$ cat src/rtl/segshuf_pkg.sv
package segshuf_pkg;

  localparam int SEGS   = 4;
  localparam int LFSR_W = 16;

  typedef logic [1:0] seg_id_t;
  typedef seg_id_t [SEGS-1:0] seg_order_t;

  localparam seg_order_t ORDER_IDENT = {2'd3, 2'd2, 2'd1, 2'd0};

  // One left shift of the maximal-length register, taps 16,14,13,11.
  function automatic logic [LFSR_W-1:0] lfsr_step(input logic [LFSR_W-1:0] v);
    logic fb;
    fb = v[15] ^ v[13] ^ v[12] ^ v[10];
    return {v[LFSR_W-2:0], fb};
  endfunction

  // Number of updates per shuffle interval.
  function automatic logic [4:0] interval_len(input logic [1:0] sel);
    case (sel)
      2'b00:   return 5'd4;
      2'b01:   return 5'd8;
      default: return 5'd16;
    endcase
  endfunction

  // Decode a lexicographic index (0..23) into an ordering of four segments.
  function automatic seg_order_t order_from_index(input logic [4:0] idx);
    seg_order_t o;
    logic [3:0] used;
    int digit [SEGS];
    int rank;
    logic hit;
    digit[0] = int'(idx) / 6;
    digit[1] = (int'(idx) % 6) / 2;
    digit[2] = int'(idx) % 2;
    digit[3] = 0;
    used = '0;
    o = ORDER_IDENT;
    for (int s = 0; s < SEGS; s++) begin
      rank = 0;
      hit = 1'b0;
      for (int g = 0; g < SEGS; g++) begin
        if (!used[g] && !hit) begin
          if (rank == digit[s]) begin
            o[s] = seg_id_t'(g);
            used[g] = 1'b1;
            hit = 1'b1;
          end
          rank++;
        end
      end
    end
    return o;
  endfunction

  // Reduce generator bits to a permutation index.
  function automatic logic [4:0] index_from_state(input logic [LFSR_W-1:0] st);
    logic [7:0] m;
    m = st[7:0] % 8'd24;
    return m[4:0];
  endfunction

endpackage

$ cat src/rtl/segshuf_lfsr.sv
module segshuf_lfsr
  import segshuf_pkg::*;
#(
  parameter logic [LFSR_W-1:0] SEED = 16'hACE1
) (
  input  logic              clk,
  input  logic              rst,
  input  logic              adv,
  output logic [LFSR_W-1:0] state_o,
  output logic [LFSR_W-1:0] next_o
);

  logic [LFSR_W-1:0] st_q;

  assign next_o  = lfsr_step(st_q);
  assign state_o = st_q;

  always_ff @(posedge clk) begin
    if (rst) begin
      st_q <= SEED;
    end else if (adv) begin
      st_q <= next_o;
    end
  end

endmodule

$ cat src/rtl/segshuf_ivl_counter.sv
module segshuf_ivl_counter #(
  parameter int CNT_W = 5
) (
  input  logic             clk,
  input  logic             rst,
  input  logic             clr,
  input  logic             tick,
  input  logic [CNT_W-1:0] limit,
  output logic             wrap_o,
  output logic [CNT_W-1:0] cnt_o
);

  logic [CNT_W-1:0] cnt_q;
  logic [CNT_W-1:0] last;

  assign last   = limit - CNT_W'(1);
  assign wrap_o = tick && (cnt_q >= last);
  assign cnt_o  = cnt_q;

  always_ff @(posedge clk) begin
    if (rst || clr) begin
      cnt_q <= '0;
    end else if (tick) begin
      cnt_q <= wrap_o ? '0 : cnt_q + CNT_W'(1);
    end
  end

endmodule

$ cat src/rtl/segshuf_therm_map.sv
module segshuf_therm_map
  import segshuf_pkg::*;
#(
  parameter int SEG_CELLS = 16,
  localparam int N_CELLS = SEGS * SEG_CELLS,
  localparam int CODE_W  = $clog2(N_CELLS),
  localparam int FILL_W  = $clog2(SEG_CELLS + 1)
) (
  input  logic [CODE_W-1:0]  code,
  input  seg_order_t         order,
  output logic [N_CELLS-1:0] cells
);

  logic [FILL_W-1:0] slot_fill [SEGS];
  logic [FILL_W-1:0] seg_fill  [SEGS];

  // Cells taken by each slot of the fill sequence.
  always_comb begin
    int cv;
    int base;
    cv = int'(code);
    for (int s = 0; s < SEGS; s++) begin
      base = s * SEG_CELLS;
      if (cv <= base) begin
        slot_fill[s] = '0;
      end else if (cv >= base + SEG_CELLS) begin
        slot_fill[s] = FILL_W'(SEG_CELLS);
      end else begin
        slot_fill[s] = FILL_W'(cv - base);
      end
    end
  end

  // Route each slot's count to the segment that occupies it.
  always_comb begin
    for (int g = 0; g < SEGS; g++) seg_fill[g] = '0;
    for (int s = 0; s < SEGS; s++) seg_fill[order[s]] = slot_fill[s];
  end

  for (genvar g = 0; g < SEGS; g++) begin : g_seg
    for (genvar j = 0; j < SEG_CELLS; j++) begin : g_cell
      assign cells[g*SEG_CELLS + j] = (seg_fill[g] > FILL_W'(j));
    end
  end

endmodule

$ cat src/rtl/msb_seg_scrambler.sv
module msb_seg_scrambler
  import segshuf_pkg::*;
#(
  parameter int SEG_CELLS = 16,
  parameter logic [LFSR_W-1:0] LFSR_SEED = 16'hACE1,
  localparam int N_CELLS = SEGS * SEG_CELLS,
  localparam int CODE_W  = $clog2(N_CELLS)
) (
  input  logic               clk,
  input  logic               rst,
  input  logic               shuf_en,
  input  logic               upd,
  input  logic [1:0]         intv_sel,
  input  logic [CODE_W-1:0]  code,
  output logic [N_CELLS-1:0] cell_en
);

  localparam int CNT_W = 5;

  logic [LFSR_W-1:0]  lfsr_q;
  logic [LFSR_W-1:0]  lfsr_nxt;
  logic               wrap;
  logic [CNT_W-1:0]   cnt_q;
  logic [CNT_W-1:0]   limit;
  seg_order_t         order_q;
  seg_order_t         order_new;
  seg_order_t         order_use;
  logic [N_CELLS-1:0] map_cells;

  assign limit = interval_len(intv_sel);

  segshuf_ivl_counter #(.CNT_W(CNT_W)) u_cnt (
    .clk    (clk),
    .rst    (rst),
    .clr    (!shuf_en),
    .tick   (upd && shuf_en),
    .limit  (limit),
    .wrap_o (wrap),
    .cnt_o  (cnt_q)
  );

  segshuf_lfsr #(.SEED(LFSR_SEED)) u_lfsr (
    .clk     (clk),
    .rst     (rst),
    .adv     (wrap),
    .state_o (lfsr_q),
    .next_o  (lfsr_nxt)
  );

  assign order_new = order_from_index(index_from_state(lfsr_nxt));
  assign order_use = !shuf_en ? ORDER_IDENT : (wrap ? order_new : order_q);

  segshuf_therm_map #(.SEG_CELLS(SEG_CELLS)) u_map (
    .code  (code),
    .order (order_use),
    .cells (map_cells)
  );

  always_ff @(posedge clk) begin
    if (rst) begin
      order_q <= ORDER_IDENT;
      cell_en <= '0;
    end else begin
      if (!shuf_en) begin
        order_q <= ORDER_IDENT;
      end else if (wrap) begin
        order_q <= order_new;
      end
      if (upd) begin
        cell_en <= map_cells;
      end
    end
  end

endmodule

$ cat config.mk
export PLATFORM = sky130hd
export DESIGN_NAME = msb_seg_scrambler
export DESIGN_NICKNAME = d
export VERILOG_FILES = /design/src/rtl/segshuf_pkg.sv /design/src/rtl/segshuf_lfsr.sv /design/src/rtl/segshuf_ivl_counter.sv /design/src/rtl/segshuf_therm_map.sv /design/src/rtl/msb_seg_scrambler.sv
export SDC_FILE = /design/constraint.sdc
export NUM_CORES = 1
export LEC_CHECK = 0
export BUFFER_PORTS_ARGS = -buffer_cell sky130_fd_sc_hd__clkbuf_2
export CAP_MARGIN = 20
export CORE_MARGIN = 2
export CORE_UTILIZATION = 63
export DETAILED_ROUTE_END_ITERATION = 10
export PLACE_DENSITY = 0.86
export SLEW_MARGIN = 20
export SYNTH_ARGS = -nofsm -noshare
export SYNTH_HDL_FRONTEND = slang
export SYNTH_HIERARCHICAL = 1
export SYNTH_SLANG_ARGS = --single-unit
$ cat constraint.sdc
create_clock -name clk -period 19.29 [get_ports clk]
set_input_delay 5.787 -clock clk [delete_from_list [all_inputs] [get_ports clk]]
set_output_delay 5.787 -clock clk [all_outputs]
set_load 0.01 [all_outputs]
Yosys cells after proc, flatten, opt, wreduce, memory -nomap -nowiden
Index checks and enable logic that the tools add are counted.
{"block": "classes", "n_addsub": 13, "n_div": 3, "n_lt_le_gt_ge": 80, "n_eq_ne": 10, "n_mux": 102, "bitwise_logic": 9, "reduce_logical": 41}
{"op": "$add 32x2->32 const B", "n": 7}
{"op": "$mux 32", "n": 7}
{"op": "$logic_not 32->1", "n": 6}
{"op": "$eq 32x32->1", "n": 5}
{"op": "$gt 5x4->1 const B", "n": 32}
{"op": "$eq 32x2->1", "n": 3}
{"op": "$gt 5x3->1 const B", "n": 16}
{"op": "$bwmux 20", "n": 3}
{"op": "$mux 5", "n": 12}
{"op": "$mux 2", "n": 27}
{"op": "$mux 1", "n": 46}
{"op": "$demux 5 s2", "n": 4}
{"op": "$gt 5x1->1 const B", "n": 8}
{"op": "$gt 5x2->1 const B", "n": 8}
{"op": "$add 32x1->32", "n": 1}
{"op": "$div 6x4->32 const B", "n": 1}
{"op": "$eq 2x32->1 const A", "n": 1}
{"op": "$mod 6x4->32 const B", "n": 1}
{"op": "$and 20x20->20", "n": 1}
{"op": "$logic_not 1->1", "n": 18}
{"op": "$mux 8", "n": 2}
{"op": "$logic_and 1x1->1", "n": 15}
{"op": "$ge 3x3->1 const B", "n": 4}
{"op": "$ge 6x6->1 const B", "n": 2}
{"op": "other kinds (17)", "n": 28}
{"block": "totals", "register_bits": 93, "input_bits": 12, "output_inout_bits": 64}

Logic depth before layout (Yosys ltp)
{"block": "logic_depth", "depth_word": 37, "ltp_mapped": 32}

Modules after synthesis
Netlist, hierarchy kept.
{"module": "msb_seg_scrambler", "instances": 1, "cells_each": 425, "area_each_um2": 3802.4}
{"module": "segshuf_therm_map", "instances": 1, "cells_each": 181, "area_each_um2": 1022.2}
{"module": "segshuf_lfsr", "instances": 1, "cells_each": 71, "area_each_um2": 706.9}
{"module": "segshuf_ivl_counter", "instances": 1, "cells_each": 48, "area_each_um2": 431.7}

Worst setup path before layout
No wires, ideal clock.
{"block": "synth_path", "kind": "input to register", "startpoint": "input upd", "endpoint": "register cell_en[48]", "setup_ps": 128, "t_arrival_ps": 9365, "required_time_ps": 19162, "path_slack_ps": 9798, "path_stages": 16, "path_buffers": 5, "path_cell_list": "clkbuf_1 buf_1 and2_1 clkbuf_1 o21a_1 clkbuf_1 nor3_1 nor3_1 nand2_1 and3b_1 o21ai_0 a22o_1 clkbuf_1 o21ai_0 mux2i_1 nor2_1"}
{"item": "start: declaration", "line_no": "msb_seg_scrambler.sv:12", "rtl": "input logic upd,"}
{"item": "end signal: assignment", "line_no": "msb_seg_scrambler.sv:70", "rtl": "cell_en <= map_cells;"}
{"item": "end: declaration", "line_no": "msb_seg_scrambler.sv:15", "rtl": "output logic [N_CELLS-1:0] cell_en"}

==> run_results.csv <==
group,metric,value,unit
timing,hold_viol_final,0,
worst_hold_path,hold-path-endpoint,"u_lfsr/state_o[15]",
drt,avgRoutedWirePerCell,15.8,µm
worst_setup_path,crit_path_max_fanout,65,
global_routing,grtUsageTotal,27.6,%
clock_network,root_buffer,"clkbuf_8",
clock_network,post_cts_buffers,0,
global_routing,grt_pass1_vias,4908,
floorplanning,die-area,10100,µm²
timing,max_freq,104,MHz
timing,setup-violations-final,0,
layout,finalNetCount,783,
worst_setup_path,cp_slowest_cell,"buf_4",
layout,layout_common_cells,"nor2_1 (97), dfxtp_1 (93), mux2i_1 (82)",
drt,wl_met1,6.01,mm
synthesis,ys_warn_count,6,
worst_setup_path,critPathTopFamily,"buffers and inverters",
global_routing,grt_max_degree,84,
worst_setup_path,critPathKind,"input port to flop",
placement,port_buffers,75,
timing,whs,0.485,ns
placement,gp_congestion,0.850,
drt,ant_nets,0,
run_status,status,"finished, final reports clean",
placement,hpwl,9.69,mm
worst_setup_path,r2r-end,"cell_en[56]",
layout,syn_to_final_growth,9.17,%
floorplanning,pin_count,76,
timing,fin_tns_setup,0,ns
floorplanning,initial_core_util,64.2,%
clock_network,numCtsBuffers,9,
drt,wl_met3,824,µm
worst_setup_path,cp_cell_sequence,"buf_4 -> and2_1 -> o21a_1 -> buf_4 -> inv_1 -> a311oi_1 -> o21ai_1 -> or3_1 -> o2111ai_1 -> a31o_2 -> and2_1 -> o21ai_0 -> mux2i_1 -> nor2_1",
clock_network,clock_path_buffers,2,
worst_setup_path,critical_path_buf_inv_count,3,
timing,max_slew_margin,31.6,%
global_routing,grt_pass1_wl,23.1,mm
synthesis,synth_cells,710,
floorplanning,core-area,9110,µm²
layout,diodes,0,
worst_hold_path,min_path_type,"flop to flop",
timing,rsz0062_at_grt,"no",
worst_setup_path,cp.depth,14,
global_routing,globalRouteOverflowTotal,0,
clock_network,clock_latency,0.36,ns
layout,multiInputGateArea,3660,µm²
clock_network,ctsHoldBuffers,0,
timing,worstMarginPinSlew,1.03,ns
flow_run,maxCapViolations,0,
worst_setup_path,r2r_start,"u_lfsr/state_o[6]",
synthesis,avgSynthCellArea,8.24,µm²
floorplanning,fp.dieW,100,µm
power_and_ir_drop,p_leak,2.77,nW
timing,finalCritPeriodShare,50.0,%
floorplanning,fp.dieH,100,µm
clock_network,cts_tree,"built",
drt,met2_length,6.41,mm
layout,drive_above_1_share,16.9,%
worst_setup_path,r2r_cells,27,
worst_setup_path,reg2reg_slack,11.41,ns
drt,route.detailed.drc,0,
synthesis,syn_area,5850,µm²
power_and_ir_drop,power_density,69.4,nW/µm²
layout,mostFrequentLayoutCell,"nor2_1",
drt,first_pass_iters,5,
drt,highest_layer,"met4",
layout,seqCellArea,1860,µm²
worst_setup_path,cp_slowest_stage_delay,0.78,ns
floorplanning,row_count,35,
worst_setup_path,arrival,9.86,ns
timing,fin_skew,0.0143,ns
global_routing,antenna_found_initial,0,
clock_network,htreeDepth,3,
power_and_ir_drop,vdd_drop_max,0.0766,mV
worst_setup_path,cp-start-kind,"input port",
drt,wl,13.7,mm
layout,fill_cells,702,
timing,finalMaxSlewViolations,0,
drt,drtIter0Drc,346,
worst_setup_path,endpoint_kind,"flop",
drt,num_vias,5316,
clock_network,ctsResizeCount,0,
worst_hold_path,hold_depth,2,
clock_network,clkSinkCount,93,
drt,avgViaCountPerCell,6.12,
worst_setup_path,cp_data_required_time,19.50,ns
clock_network,clkTransAtPathRegs,0.09,ns
timing,min_period,9.65,ns
worst_hold_path,min_from,"u_lfsr/state_o[14]",
-- layer usage --
layer  vias to the layer above  GRT usage (%)
met5                         -              0
met4                         0           12.6
met3                        47           5.29
met2                       176           44.5
met1                      2492           35.8
li1                       2601              -
-- power breakdown --
group	internal (mW)	total (mW)	switching, mW
Sequential	0.201	0.206	0.00540
Clock	0.0779	0.148	0.0702
Combinational	0.0350	0.0890	0.0540
Total	0.314	0.443	0.130
-- area by class of cell --
type / count / area share (%)
multi-input cells: 545 / 57.3
flip-flops and latches: 93 / 29.1
repair buffers: 77 / 6.15
well taps: 111 / 2.17
clock buffers: 10 / 2.15
inverters: 27 / 1.59
clock inverters: 6 / 1.47
-- worst max-delay path by stage --
stage,startpoint,to,slack [ns]
after floorplan,upd,cell_en[48],9.80
after global placement,upd,cell_en[6],9.51
after detailed placement,upd,cell_en[1],9.39
after CTS,upd,cell_en[1],9.72
after global routing,intv_sel[0],cell_en[56],9.20
final,upd,cell_en[1],9.64
-- worst min-delay path, cell delays in order, from the launching register on --
cell and delay [ns]:
dfxtp_1 0.33, mux2i_1 0.07, nand2_1 0.06
-- stage by stage --
step,cells,util (%),power [mW],instance area [µm²],setup WS (ns)
2_1_floorplan,713,-,0.276,5860,9.80
3_3_place_gp,853,67.6,0.294,6160,9.51
3_5_place_dp,853,67.6,0.298,6160,9.39
4_1_cts,869,70.1,0.446,6390,9.72
5_1_grt,869,70.1,0.463,6390,9.20
6_report,869,70.1,0.443,6390,9.64
-- sequential cells by signal, indices dropped and copies added, names as in the netlist --
signal,cells
cell_en,64
u_cnt/cnt_o,5
order_q,8
u_lfsr/state_o,16
Note: power is estimated with default switching activity, not from simulation.
